## src/rtl/rx_ring_pkg.sv

```systemverilog
package rx_ring_pkg;
   localparam int unsigned MEM_ADDR_W = 13;
   localparam int unsigned BYTE_W     = 8;
   localparam int unsigned COUNT_W    = 8;

   typedef enum logic [1:0] {
      END_NONE = 2'd0,
      END_GOOD = 2'd1,
      END_BAD  = 2'd2
   } pkt_end_e;
endpackage

```

## src/rtl/rx_ring_addr.sv

```systemverilog
module rx_ring_addr #(
   parameter int unsigned ADDR_W = 13
) (
   input  logic [ADDR_W-1:0] first_i,
   input  logic [ADDR_W-1:0] last_i,
   input  logic [ADDR_W-1:0] cur_i,
   input  logic [ADDR_W-1:0] guard_i,
   output logic [ADDR_W-1:0] next_o,
   output logic [ADDR_W:0]   free_o
);
   localparam int unsigned FREE_W = ADDR_W + 1;

   logic [ADDR_W-1:0] cur_ofs;
   logic [ADDR_W-1:0] guard_ofs;
   logic [ADDR_W-1:0] span_m1;
   logic [FREE_W-1:0] ring_size;
   logic [FREE_W-1:0] gap;

   always_comb begin
      cur_ofs   = cur_i - first_i;
      guard_ofs = guard_i - first_i;
      span_m1   = last_i - first_i;
      ring_size = {1'b0, span_m1} + FREE_W'(1);
      gap       = {1'b0, guard_ofs} - {1'b0, cur_ofs};
      if (guard_ofs >= cur_ofs) begin
         free_o = gap;
      end else begin
         free_o = gap + ring_size;
      end
      if (cur_i == last_i) begin
         next_o = first_i;
      end else begin
         next_o = cur_i + ADDR_W'(1);
      end
   end
endmodule

```

## src/rtl/rx_ring_cursor.sv

```systemverilog
module rx_ring_cursor
   import rx_ring_pkg::*;
#(
   parameter int unsigned ADDR_W = 13,
   parameter int unsigned DATA_W = 8,
   parameter logic [ADDR_W-1:0] INIT_ADDR = '0
) (
   input  logic              clk,
   input  logic              rst_n,
   input  logic              rx_en,
   input  logic              in_valid,
   input  logic [DATA_W-1:0] in_data,
   input  pkt_end_e          end_kind,
   input  logic              region_load,
   input  logic [ADDR_W-1:0] load_addr,
   input  logic [ADDR_W-1:0] next_addr,
   input  logic [ADDR_W-1:0] guard,
   output logic [ADDR_W-1:0] work_addr,
   output logic [ADDR_W-1:0] commit_addr,
   output logic              wr_req,
   output logic [ADDR_W-1:0] wr_addr,
   output logic [DATA_W-1:0] wr_data,
   output logic              commit_pulse
);
   logic overflowed;
   logic byte_in;
   logic has_room;
   logic closing;

   always_comb begin
      byte_in      = rx_en && in_valid && (end_kind == END_NONE);
      has_room     = (work_addr != guard);
      closing      = rx_en && (end_kind != END_NONE);
      wr_req       = byte_in && has_room && !overflowed;
      wr_addr      = work_addr;
      wr_data      = in_data;
      commit_pulse = closing && (end_kind == END_GOOD) && !overflowed && !region_load;
   end

   always_ff @(posedge clk or negedge rst_n) begin
      if (!rst_n) begin
         work_addr   <= INIT_ADDR;
         commit_addr <= INIT_ADDR;
         overflowed  <= 1'b0;
      end else if (region_load) begin
         work_addr   <= load_addr;
         commit_addr <= load_addr;
         overflowed  <= 1'b0;
      end else if (closing) begin
         if (commit_pulse) begin
            commit_addr <= work_addr;
         end else begin
            work_addr <= commit_addr;
         end
         overflowed <= 1'b0;
      end else if (byte_in) begin
         if (wr_req) begin
            work_addr <= next_addr;
         end else begin
            overflowed <= 1'b1;
         end
      end
   end
endmodule

```

## src/rtl/rx_ring_pktcnt.sv

```systemverilog
module rx_ring_pktcnt #(
   parameter int unsigned CNT_W = 8
) (
   input  logic             clk,
   input  logic             rst_n,
   input  logic             inc,
   input  logic             dec_cmd,
   output logic [CNT_W-1:0] count
);
   localparam logic [CNT_W-1:0] CNT_MAX = {CNT_W{1'b1}};

   logic dec_seen;
   logic dec_edge;
   logic [CNT_W-1:0] count_nx;

   always_comb begin
      dec_edge = dec_cmd && !dec_seen;
      count_nx = count;
      if (inc && !dec_edge) begin
         if (count != CNT_MAX) count_nx = count + CNT_W'(1);
      end else if (dec_edge && !inc) begin
         if (count != '0) count_nx = count - CNT_W'(1);
      end else if (inc && dec_edge) begin
         if (count == '0) count_nx = CNT_W'(1);
      end
   end

   always_ff @(posedge clk or negedge rst_n) begin
      if (!rst_n) begin
         count    <= '0;
         dec_seen <= 1'b0;
      end else begin
         count    <= count_nx;
         dec_seen <= dec_cmd;
      end
   end
endmodule

```

## src/rtl/rx_ring_writer.sv

```systemverilog
module rx_ring_writer
   import rx_ring_pkg::*;
#(
   parameter int unsigned ADDR_W   = MEM_ADDR_W,
   parameter int unsigned DATA_W   = BYTE_W,
   parameter int unsigned CNT_W    = COUNT_W,
   parameter bit          WRITE_REG = 1'b1,
   parameter logic [ADDR_W-1:0] INIT_FIRST = '0,
   parameter logic [ADDR_W-1:0] INIT_LAST  = '1
) (
   input  logic              clk,
   input  logic              rst_n,
   input  logic              rx_en,
   input  logic              in_valid,
   input  logic [DATA_W-1:0] in_data,
   input  logic              pkt_good,
   input  logic              pkt_bad,
   input  logic              host_wr_first,
   input  logic [ADDR_W-1:0] host_first,
   input  logic              host_wr_last,
   input  logic [ADDR_W-1:0] host_last,
   input  logic [ADDR_W-1:0] host_guard,
   input  logic              pkt_dec,
   output logic              mem_we,
   output logic [ADDR_W-1:0] mem_addr,
   output logic [DATA_W-1:0] mem_wdata,
   output logic [ADDR_W-1:0] first_addr,
   output logic [ADDR_W-1:0] last_addr,
   output logic [ADDR_W-1:0] wr_ptr,
   output logic [ADDR_W:0]   free_bytes,
   output logic [CNT_W-1:0]  pkt_count
);
   if (ADDR_W < 2 || ADDR_W > 24) begin : g_bad_addr_w
      $error("rx_ring_writer: ADDR_W out of range");
   end
   if (DATA_W < 1) begin : g_bad_data_w
      $error("rx_ring_writer: DATA_W must be positive");
   end
   if (CNT_W < 1 || CNT_W > 32) begin : g_bad_cnt_w
      $error("rx_ring_writer: CNT_W out of range");
   end

   logic              region_load;
   logic [ADDR_W-1:0] load_addr;
   logic [ADDR_W-1:0] work_addr;
   logic [ADDR_W-1:0] next_addr;
   logic              wr_req;
   logic [ADDR_W-1:0] wr_addr;
   logic [DATA_W-1:0] wr_data;
   logic              commit_pulse;
   pkt_end_e          end_kind;

   always_comb begin
      if (pkt_bad)       end_kind = END_BAD;
      else if (pkt_good) end_kind = END_GOOD;
      else               end_kind = END_NONE;
      region_load = !rx_en && (host_wr_first || host_wr_last);
      load_addr   = host_wr_first ? host_first : first_addr;
   end

   always_ff @(posedge clk or negedge rst_n) begin
      if (!rst_n) begin
         first_addr <= INIT_FIRST;
         last_addr  <= INIT_LAST;
      end else if (!rx_en) begin
         if (host_wr_first) first_addr <= host_first;
         if (host_wr_last)  last_addr  <= host_last;
      end
   end

   rx_ring_addr #(.ADDR_W(ADDR_W)) u_addr (
      .first_i (first_addr),
      .last_i  (last_addr),
      .cur_i   (work_addr),
      .guard_i (host_guard),
      .next_o  (next_addr),
      .free_o  (free_bytes)
   );

   rx_ring_cursor #(
      .ADDR_W   (ADDR_W),
      .DATA_W   (DATA_W),
      .INIT_ADDR(INIT_FIRST)
   ) u_cursor (
      .clk          (clk),
      .rst_n        (rst_n),
      .rx_en        (rx_en),
      .in_valid     (in_valid),
      .in_data      (in_data),
      .end_kind     (end_kind),
      .region_load  (region_load),
      .load_addr    (load_addr),
      .next_addr    (next_addr),
      .guard        (host_guard),
      .work_addr    (work_addr),
      .commit_addr  (wr_ptr),
      .wr_req       (wr_req),
      .wr_addr      (wr_addr),
      .wr_data      (wr_data),
      .commit_pulse (commit_pulse)
   );

   rx_ring_pktcnt #(.CNT_W(CNT_W)) u_cnt (
      .clk     (clk),
      .rst_n   (rst_n),
      .inc     (commit_pulse),
      .dec_cmd (pkt_dec),
      .count   (pkt_count)
   );

   if (WRITE_REG) begin : g_wr_reg
      always_ff @(posedge clk or negedge rst_n) begin
         if (!rst_n) begin
            mem_we    <= 1'b0;
            mem_addr  <= '0;
            mem_wdata <= '0;
         end else begin
            mem_we    <= wr_req;
            mem_addr  <= wr_addr;
            mem_wdata <= wr_data;
         end
      end
   end else begin : g_wr_comb
      always_comb begin
         mem_we    = wr_req;
         mem_addr  = wr_addr;
         mem_wdata = wr_data;
      end
   end
endmodule

```

## config.mk

```make
export PLATFORM = sky130hd
export DESIGN_NAME = rx_ring_writer
export DESIGN_NICKNAME = d
export VERILOG_FILES = /design/src/rtl/rx_ring_pkg.sv /design/src/rtl/rx_ring_addr.sv /design/src/rtl/rx_ring_cursor.sv /design/src/rtl/rx_ring_pktcnt.sv /design/src/rtl/rx_ring_writer.sv
export SDC_FILE = /design/constraint.sdc
export NUM_CORES = 1
export LEC_CHECK = 0
export ABC_CLOCK_PERIOD_IN_PS = 8050
export CORE_MARGIN = 3
export CORE_UTILIZATION = 50
export DETAILED_ROUTE_END_ITERATION = 10
export DONT_BUFFER_PORTS = 1
export PLACE_DENSITY = 0.63
export SYNTH_ARGS = -nofsm -noshare
export SYNTH_HDL_FRONTEND = slang
export SYNTH_HIERARCHICAL = 1
export SYNTH_SLANG_ARGS = --single-unit
```

## constraint.sdc

```tcl
create_clock -name clk -period 8.05 [get_ports clk]
set_input_delay 0.4025 -clock clk [delete_from_list [all_inputs] [get_ports clk]]
set_output_delay 0.4025 -clock clk [all_outputs]
set_load 0.05 [all_outputs]
```

* Word-level counts from Yosys, hierarchy flattened
Index checks and enable logic that the tools add are counted.
** Word-level totals
- Input bits :: 56
- Register bits after elaboration :: 84
- Word-level logic and storage cells :: 83
- Output and inout bits :: 83
** Cells by class
- Multiplexer cells :: 22
- Eq/ne operators :: 7
- Add/subtract/negate cells :: 9
- Magnitude comparators :: 1
- Reductions and logical operators :: 33
- Bitwise gates (word level) :: 1
** Operator list (count)
- $mux 13 :: 9
- $mux 8 :: 6
- $sub 13x13->13 :: 3
- $add 13x1->14 const B :: 1
- $add 14x14->14 :: 1
- $mux 14 :: 1
- $sub 13x13->14 :: 1
- $add 13x1->13 const B :: 1
- $eq 13x13->1 :: 1
- $ge 13x13->1 :: 1
- $logic_and 1x1->1 :: 13
- $ne 13x13->1 :: 1
- $reduce_bool 3->1 :: 4
- $add 8x1->8 const B :: 1
- $logic_not 8->1 :: 1
- $ne 8x8->1 const B :: 1
- $reduce_bool 8->1 :: 1
- $sub 8x1->8 const B :: 1
- $logic_not 1->1 :: 6
- $reduce_and 2->1 :: 3
- $mux 1 :: 5
- $reduce_and 4->1 :: 1
- $reduce_bool 2->1 :: 2
- $ne 3x1->1 const B :: 1
- other kinds (7) :: 7

* Logic depth before layout (Yosys ltp)
Gate-level depths: netlist of the first run.
- Depth after elaboration :: 11
- Gate-level depth with buffers :: 21
- Depth with buffers taken out :: 21

* By module
The synthesis of the first run kept the hierarchy.
** Modules (own cells, without submodules)
- rx_ring_addr :: sequential area each 0.0 sq um, instances 1, area an instance 3497.1 sq um, cells each 478
- rx_ring_cursor :: sequential area each 675.6 sq um, instances 1, area an instance 1851.8 sq um, cells each 182
- rx_ring_writer :: sequential area each 1217.4 sq um, instances 1, area an instance 1820.5 sq um, cells each 96
- rx_ring_pktcnt :: sequential area each 225.2 sq um, instances 1, area an instance 754.5 sq um, cells each 90

* Worst setup path before layout of the first run
OpenSTA, ideal clock, no wires.
- Kind :: register -> output
- Start :: reg first_addr[1]
- End :: out free_bytes[9]
- Data required time :: 7.647 ns
- Path buffers :: 0
- Path slack :: 2.403 ns
- Arrival time :: 5.245 ns
- Stages on the path, launching flop included :: 21
- Path through :: dfrtp_1 > inv_1 > ha_1 > nor2b_1 > o21ai_0 > nand2b_1 > a21o_1 > o31a_1 > a21oi_1 > xnor2_1 > ha_1 > nand2_1 > o21ai_0 > o21ai_0 > xnor2_1 > ha_1 > nand3_1 > a211oi_2 > nor2_1 > xor2_1 > o21ai_0
** Between the ends
- Word-level cells in the longest chain between the ends :: 4
- Elaborated cells between the ends (all ways) :: 8
- Classes of those cells :: add/sub: 6; order compare: 1; mux: 1
** Ends and longest elaborated chain
- from (decl) :: line rx_ring_writer.sv:27 : output logic [ADDR_W-1:0] first_addr,
- from (signal assigned) :: line rx_ring_writer.sv:66 : if (host_wr_first) first_addr <= host_first;
- $sub 13x13->13, on equally long branches :: line rx_ring_addr.sv:21, rx_ring_addr.sv:20, rx_ring_addr.sv:22
- $sub 13x13->14 or $add 13x1->14 (tied branches) :: line rx_ring_addr.sv:24, rx_ring_addr.sv:23
- $add 14x14->14 :: line rx_ring_addr.sv:28 : free_o = gap + ring_size;
- $mux 14 (*) :: line rx_ring_addr.sv:25 : if (guard_ofs >= cur_ofs) begin
- to (decl) :: line rx_ring_writer.sv:30 : output logic [ADDR_W:0] free_bytes,
Mark *: on every way between the ends. The rest lies on a longest branch, timed or not.

* Final worst setup path of the first run
- Start :: reg first_addr[1]
- End :: out free_bytes[11]
The elaborated chain is that of the path after synthesis.

==> results of run 1 <==
==> cells in the mapped netlist (all sizes together), types with 3 or more instances <==
cell and number:
or4 3, nand4 8, nor2b 14, o221ai 14
and2 8, mux2i 27, a311oi 7, a211oi 8
ha 69, nand2 70, fa 5, a41oi 4
nor3 16, nor2 38, nand3 21, or3 6
and3 9, nand2b 11, dfstp 13, o31ai 3
inv 42, mux2 55, o211ai 3, xnor2 66
dfrtp 71, o21ai 64, a21o 21, nor4 7
buf 34, o21bai 4, o41ai 9, xor2 27
o31a 3, a31oi 4, clkbuf 10, a21oi 52
==> final cells by class <==
class / count / share of cell area
multi-input cells: 676 / 0.647
flip-flops and latches: 84 / 0.258
clock buffers: 12 / 0.0326
well taps: 211 / 0.0321
inverters: 42 / 0.0192
repair buffers: 6 / 0.00822
clock inverters: 4 / 0.00320
==> registers in the layout (all words and copies together) (netlist names) <==
signal / flops
u_cnt/dec_seen: 1
first_addr: 13
mem_wdata: 8
u_cursor/commit_addr: 13
mem_we: 1
u_cnt/count: 8
u_cursor/work_addr: 13
last_addr: 13
mem_addr: 13
u_cursor/overflowed: 1
==> what timing repair did <==
item,CTS,global route
hold buffers,2,0
endpoints found under the hold margin,84,0
resized for setup,0,0
==> logic make-up (layout without fill, tap and decap cells) <==
family                   count (synthesis)  in the layout  share of synthesized area
AO/OA/AOI/OAI                          210            210                      0.181
AND/OR/NAND/NOR                        217            217                      0.138
buffers and inverters                   86             64                     0.0619
XOR/XNOR                                93             93                      0.103
flip-flops                              84             84                      0.267
adder cells (fa/ha/maj)                 74             74                      0.122
multiplexers                            82             82                      0.127
==> routing by layer <==
| metal | up-vias | wire length (µm) |
|---|---|---|
| li1 | 3004 | - |
| met1 | 3126 | 9700 |
| met2 | 244 | 9820 |
| met3 | 31 | 1770 |
| met4 | 0 | 421 |
| met5 | - | 0 |
==> metrics by stage <==
| step | utilization | area (µm²) | hold slack [ns] |
|---|---|---|---|
| finish | 0.535 | 8220 | 0.0764 |
| global route | 0.535 | 8220 | 0.0602 |
| detailed placement | 0.513 | 7890 | 0.112 |
| floorplan | - | 7920 | 0.107 |
| CTS | 0.535 | 8220 | 0.0650 |
| global placement | 0.513 | 7890 | 0.112 |
==> worst max-delay path, stage by stage, from the launching register on <==
cell and delay (ns):
dfrtp_1 0.81, inv_1 0.31, ha_1 0.35, nor2b_1 0.12, o21ai_0 0.14, nand2b_1 0.13, a21o_1 0.21, o31a_1 0.27
a21oi_1 0.19, xnor2_1 0.09, ha_1 0.40, nand2_1 0.07, o21ai_0 0.26, o21ai_0 0.17, xnor2_1 0.31, ha_1 0.36
a21oi_1 0.16, o21ai_0 0.16, o41ai_1 0.33, xnor2_1 0.12, o21ai_1 0.74
==> worst max path at each step <==
| stage | from | endpoint | slack, ns |
|---|---|---|---|
| 2_1_floorplan | first_addr[1]$_DFFE_PN0N_ | free_bytes[9] | 2.40 |
| 3_3_place_gp | first_addr[1]$_DFFE_PN0N_ | free_bytes[11] | 2.16 |
| 3_5_place_dp | first_addr[1]$_DFFE_PN0N_ | free_bytes[11] | 2.02 |
| 4_1_cts | first_addr[1]$_DFFE_PN0N_ | free_bytes[11] | 1.62 |
| 5_1_grt | first_addr[1]$_DFFE_PN0N_ | free_bytes[11] | 1.11 |
| 6_report | first_addr[1]$_DFFE_PN0N_ | free_bytes[11] | 1.58 |
==> impl_results.md, run 1 <==
* Status: complete, no violations
* Tightest Pin Transition at 1.16 ns
* Max FO, Critical Path at 6
* Syn Nets at 976
* Io pins at 139
* Initial antenna violation count at 0
* Slew headroom at 0.222
* I/O Buffers at 0
* Hold path start: in_data[6]
* Post-DP HPWL at 16.6 mm
* FF-to-FF End: u_cursor/work_addr[6]$_DFFE_PN0P_
* Syn-to-layout area delta at 3.73%
* FF-to-FF path depth at 8
* Vias in the first global route at 6232
* CTS tree: yes
* Met3 Use GR at 0.0802
* Max-cap violations at 0
* Gr busiest metal: met2
* Die outline height at 132 µm
* Cell Rows at 45
* DRC Markers at 0
* Max Slew Vio Count at 0
* Die ar. at 17400 µm²
* Setup-violating endpoint count in the final report at 0
* WL final at 21.7 mm
* Data required time at the worst endpoint at 7.65 ns
* Postcts setup bufs at 0
* Synth Instances at 846
* Worst Hold Path EP: mem_wdata[6]$_DFF_PN0_
* Met1 GRT Util at 0.322
* Commonest non-fill, non-tap cell in the layout: dfrtp_1
* Post-synth EDFFs at 0
* Drt pass-1 iters at 7
* Non-filler cells, final at 1035
* Total grt overflow at 0
* Synth area leaders: dfrtp_1 22%, ha_1 11%, xnor2_1 7.3%, mux2_4 5.9%, dfstp_2 4.3%
* Startpoint types: flip-flop
* Critical Path AT at 6.06 ns
* Final cycle utilization of the critical path at 0.803
* Worst min path class: in2reg
* Primary FF master, synth: dfrtp_1
* RSZ-0062 raised after global routing: no
* Worst skew pair latency at 0.35 ns
* Synth warn at 6
* Reg clk slew, reported paths at 0.07 ns
* Post-Route Skew at 0.0116 ns
* Largest net degree at the start of global routing at 85
* Commonest non-fill, non-tap cells in the layout: 71 x dfrtp_1, 70 x nand2_1, 69 x ha_1, 66 x xnor2_1
* Synth top area share at 0.224
* Reg2Reg Setup Slack at 4.97 ns
* Antenna-violating nets left at 0
* Fraction of final layout cells sized beyond drive strength 1 at 0.144
* GRT Overall Usage at 0.243
* Register bit count reported by yosys at 84
* Multi-input logic area at 5320 µm²
* Final RePlAce weighted congestion at 0.956
* Initial core utilization at 0.516
* Post-DR wirelength/cell at 21.0 µm
* H-tree lvl count at 3
* Sequential Area at 2120 µm²
* Pre-CTS setup slack at 2.02 ns
* Antenna diode count at 0
* Hold path depth at 0
* Via count at 6405
* Ys async rst share at 1.00
* Cell type with the largest total area after synthesis: dfrtp_1
* Register area share after synthesis at 0.267
* Launch point of the worst reg-to-reg path: last_addr[8]$_DFFE_PN1P_
* CP Class: reg2out
* Worst setup margin at 1.58 ns
* First-pass GRT wire length at 34.1 mm
* Final Hold Fails at 0
* Starting DRT DRC Count at 440
* Core area at 15400 µm²
* Clock buffer depth at 2
* Avg Vias per Cell at 6.19
* CTS buffer count at 9
* Final #Nets at 949
* Tmin final at 6.47 ns
* Netlist cell types at 69
* Max Freq at 155 MHz
* CTS root buf: clkbuf_16
* Met2 Use GR at 0.385
* CTS Sinks at 84
* Critical Path Sink Type: output port
* Area of the mapped netlist at 7920 µm²
* DIE WIDTH at 132 µm
* Setup TNS Final at 0 ns
* Fillers at 1402
* Cells after DPL at 1017
* Syn Area/Cell at 9.37 µm²
Power of run 1 is not shown: default switching activity piles up to over one toggle a cycle in this logic, so the estimate is an artifact.
==> run 2: changes to the inputs <==
Settings changed: ABC_CLOCK_PERIOD_IN_PS 8050 to 5500, PLACE_DENSITY 0.63 to 0.66.
Clock period 8.05 ns to 5.5 ns, I/O delays scaled along.
==> run 2 against run 1 <==
Wire length rose by 5.5%. Flip-flop and latch count is the same. Non-clock buffer count up 42. Highest routed layer unchanged. Die area stayed put. Clock skew decreased by 0.0035 ns. First-iteration DRC count is 9.5% higher. Worst setup slack got worse by 1.4 ns. Via count grew 3.8%. Design area up 5.6%. Register-to-register slack got worse by 2.7 ns. Hold slack got worse by 0.0081 ns.
==> impl_results.md, run 2 (synthesis gave the netlist of run 1 again) <==
* Tmin final at 5.28 ns
* Vias in the first global route at 6388 (+2.5%)
* CP most frequent cell: ha_1
* Post-DR wirelength/cell at 21.3 µm (+1.4%)
* Status: complete, no violations
* Initial core utilization at 0.516 (unchanged)
* Met3 Use GR at 0.0714 (-0.00878)
* Fraction of final layout cells sized beyond drive strength 1 at 0.192 (+0.0473)
* CTS buffer count at 9 (unchanged)
* Reg clk slew, reported paths at 0.07 ns (about the same)
* Drt pass-1 iters at 5 (-2)
* Largest net degree at the start of global routing at 85 (unchanged)
* CP Class: reg2out
* Final #Nets at 991 (+4.4%)
* Cell Rows at 45 (unchanged)
* Max-cap violations at 0 (unchanged)
* Worst skew pair latency at 0.35 ns (about the same)
* Crit-path slowest cell: dfrtp_1
* Met1 GRT Util at 0.343 (+0.0211)
* WP buf/inv at 1 (unchanged)
* Startpoint types: flip-flop
* Setup-violating endpoint count in the final report at 0 (unchanged)
* Avg Vias per Cell at 6.17 (-0.28%)
* CTS root buf: clkbuf_16
* Critical Path AT at 5.01 ns (-1.05 ns)
* Die outline height at 132 µm (unchanged)
* Tightest Pin Transition at 1.16 ns (+0.00233 ns)
* Met2 Use GR at 0.398 (+0.0128)
* Post-DP HPWL at 17.4 mm (+5.4%)
* DIE WIDTH at 132 µm (unchanged)
* Initial antenna violation count at 0 (unchanged)
* FF-to-FF path depth at 9 (+1)
* Die ar. at 17400 µm² (unchanged)
* Fillers at 1334 (-4.9%)
* Slew headroom at 0.221 (-0.00156)
* Max FO, Critical Path at 6 (unchanged)
* Final Hold Fails at 0 (unchanged)
* Hold path depth at 1 (+1)
* Commonest non-fill, non-tap cells in the layout: 70 x dfrtp_1, 70 x nand2_1, 68 x ha_1, 65 x xnor2_1, 47 x a21oi_1
* Critical Path Sink Type: output port
* Worst min path class: in2reg
* Final cycle utilization of the critical path at 0.961
* Antenna diode count at 0 (unchanged)
* CTS tree: yes
* WL final at 22.9 mm (+5.5%)
* DRC Markers at 0 (unchanged)
* Util after Layout at 0.565 (+0.0299)
* Max Freq at 189 MHz
* Gr busiest metal: met2
* Worst setup margin at 0.217 ns (-1.37 ns)
* Clock buffer depth at 2 (unchanged)
* Max incr delay on CP at 0.46 ns (-0.35 ns)
* Total grt overflow at 0 (unchanged)
* Data required time at the worst endpoint at 5.22 ns (-2.43 ns)
* I/O Buffers at 0 (unchanged)
* Syn-to-layout area delta at 9.52%
* CP delay by family, top: adder cells
* Critical path cell sequence: ha_1, fa_1, nor2b_1, o21ai_0, nand2b_1, a311oi_2, nor3_1, xnor2_1, ha_1, nand2_1, o21ai_1, nor2_1, xnor2_2, ha_1, a21o_1, a21o_1, a21oi_1, a21oi_1, o31ai_2, buf_4
* Setup TNS Final at 0 ns (unchanged)
* H-tree lvl count at 3 (unchanged)
* Crit. path cell count at 20 (unchanged)
* CTS Sinks at 84 (unchanged)
* Final RePlAce weighted congestion at 0.917 (-4.1%)
* Io pins at 139 (unchanged)
* Post-Route Skew at 0.00812 ns (-0.00347 ns)
* Max Slew Vio Count at 0 (unchanged)
* Via count at 6646 (+3.8%)
* Antenna-violating nets left at 0 (unchanged)
* Pre-CTS setup slack at 0.344 ns (-1.67 ns)
* Core area at 15400 µm² (unchanged)
* First-pass GRT wire length at 35.5 mm (+4.2%)
* GRT Overall Usage at 0.254 (+0.0107)
* Starting DRT DRC Count at 482 (+9.5%)
[run 2: cell count changes in the layout (fill, tap and decap cells not counted), sizes merged]
cell         delta
buf            +33
dlygate4sd3     +9
[run 2: path summary, 6_finish.rpt]
path	start	to	slack (ns)
worst max-delay path	first_addr[0]$_DFFE_PN0N_	free_bytes[12]	0.22
min in group asynchronous	rst_n	u_cursor/work_addr[6]$_DFFE_PN0P_	0.54
worst max register to register	last_addr[5]$_DFFE_PN1P_	u_cursor/work_addr[12]$_DFFE_PN0P_	2.29
worst min register to register	u_cursor/overflowed$_DFFE_PN0P_	mem_we$_DFF_PN0_	0.54
worst min-delay path	host_last[6]	last_addr[6]$_DFFE_PN1P_	0.07
max in group asynchronous	rst_n	last_addr[11]$_DFFE_PN1P_	4.63
[run 2: per-stage QoR]
stage	cells	cell area, µm²	hold slack (ns)
after floorplan	846	7920	-0.0206
after global placement	1047	8110	-0.0176
after detailed placement	1047	8110	-0.0175
after CTS	1074	8570	0.0523
after global routing	1077	8680	0.0499
final	1077	8680	0.0683
[run 2: timing repair]
item,4_1_cts,5_1_grt
pin swaps,0,6
hold endpoints to repair,93,0
setup endpoints to repair,2,4
hold buffers,11,0
setup buffers,0,3
resized for setup,1,19
[run 2: cell type report]
class	instances	area, µm²	share of cell area
inverters	42	160	0.0185
clock buffers	12	300	0.0346
flip-flops and latches	84	2120	0.244
repair buffers	48	405	0.0467
well taps	211	264	0.0304
clock inverters	4	31.3	0.00360
multi-input cells	676	5400	0.622
[run 2: layer usage]
metal	wire length, µm	share of wire
met3	1840	0.080
met2	10600	0.46
met5	0	0
met4	535	0.023
met1	9890	0.43
Power of run 2 is left out for the same reason.
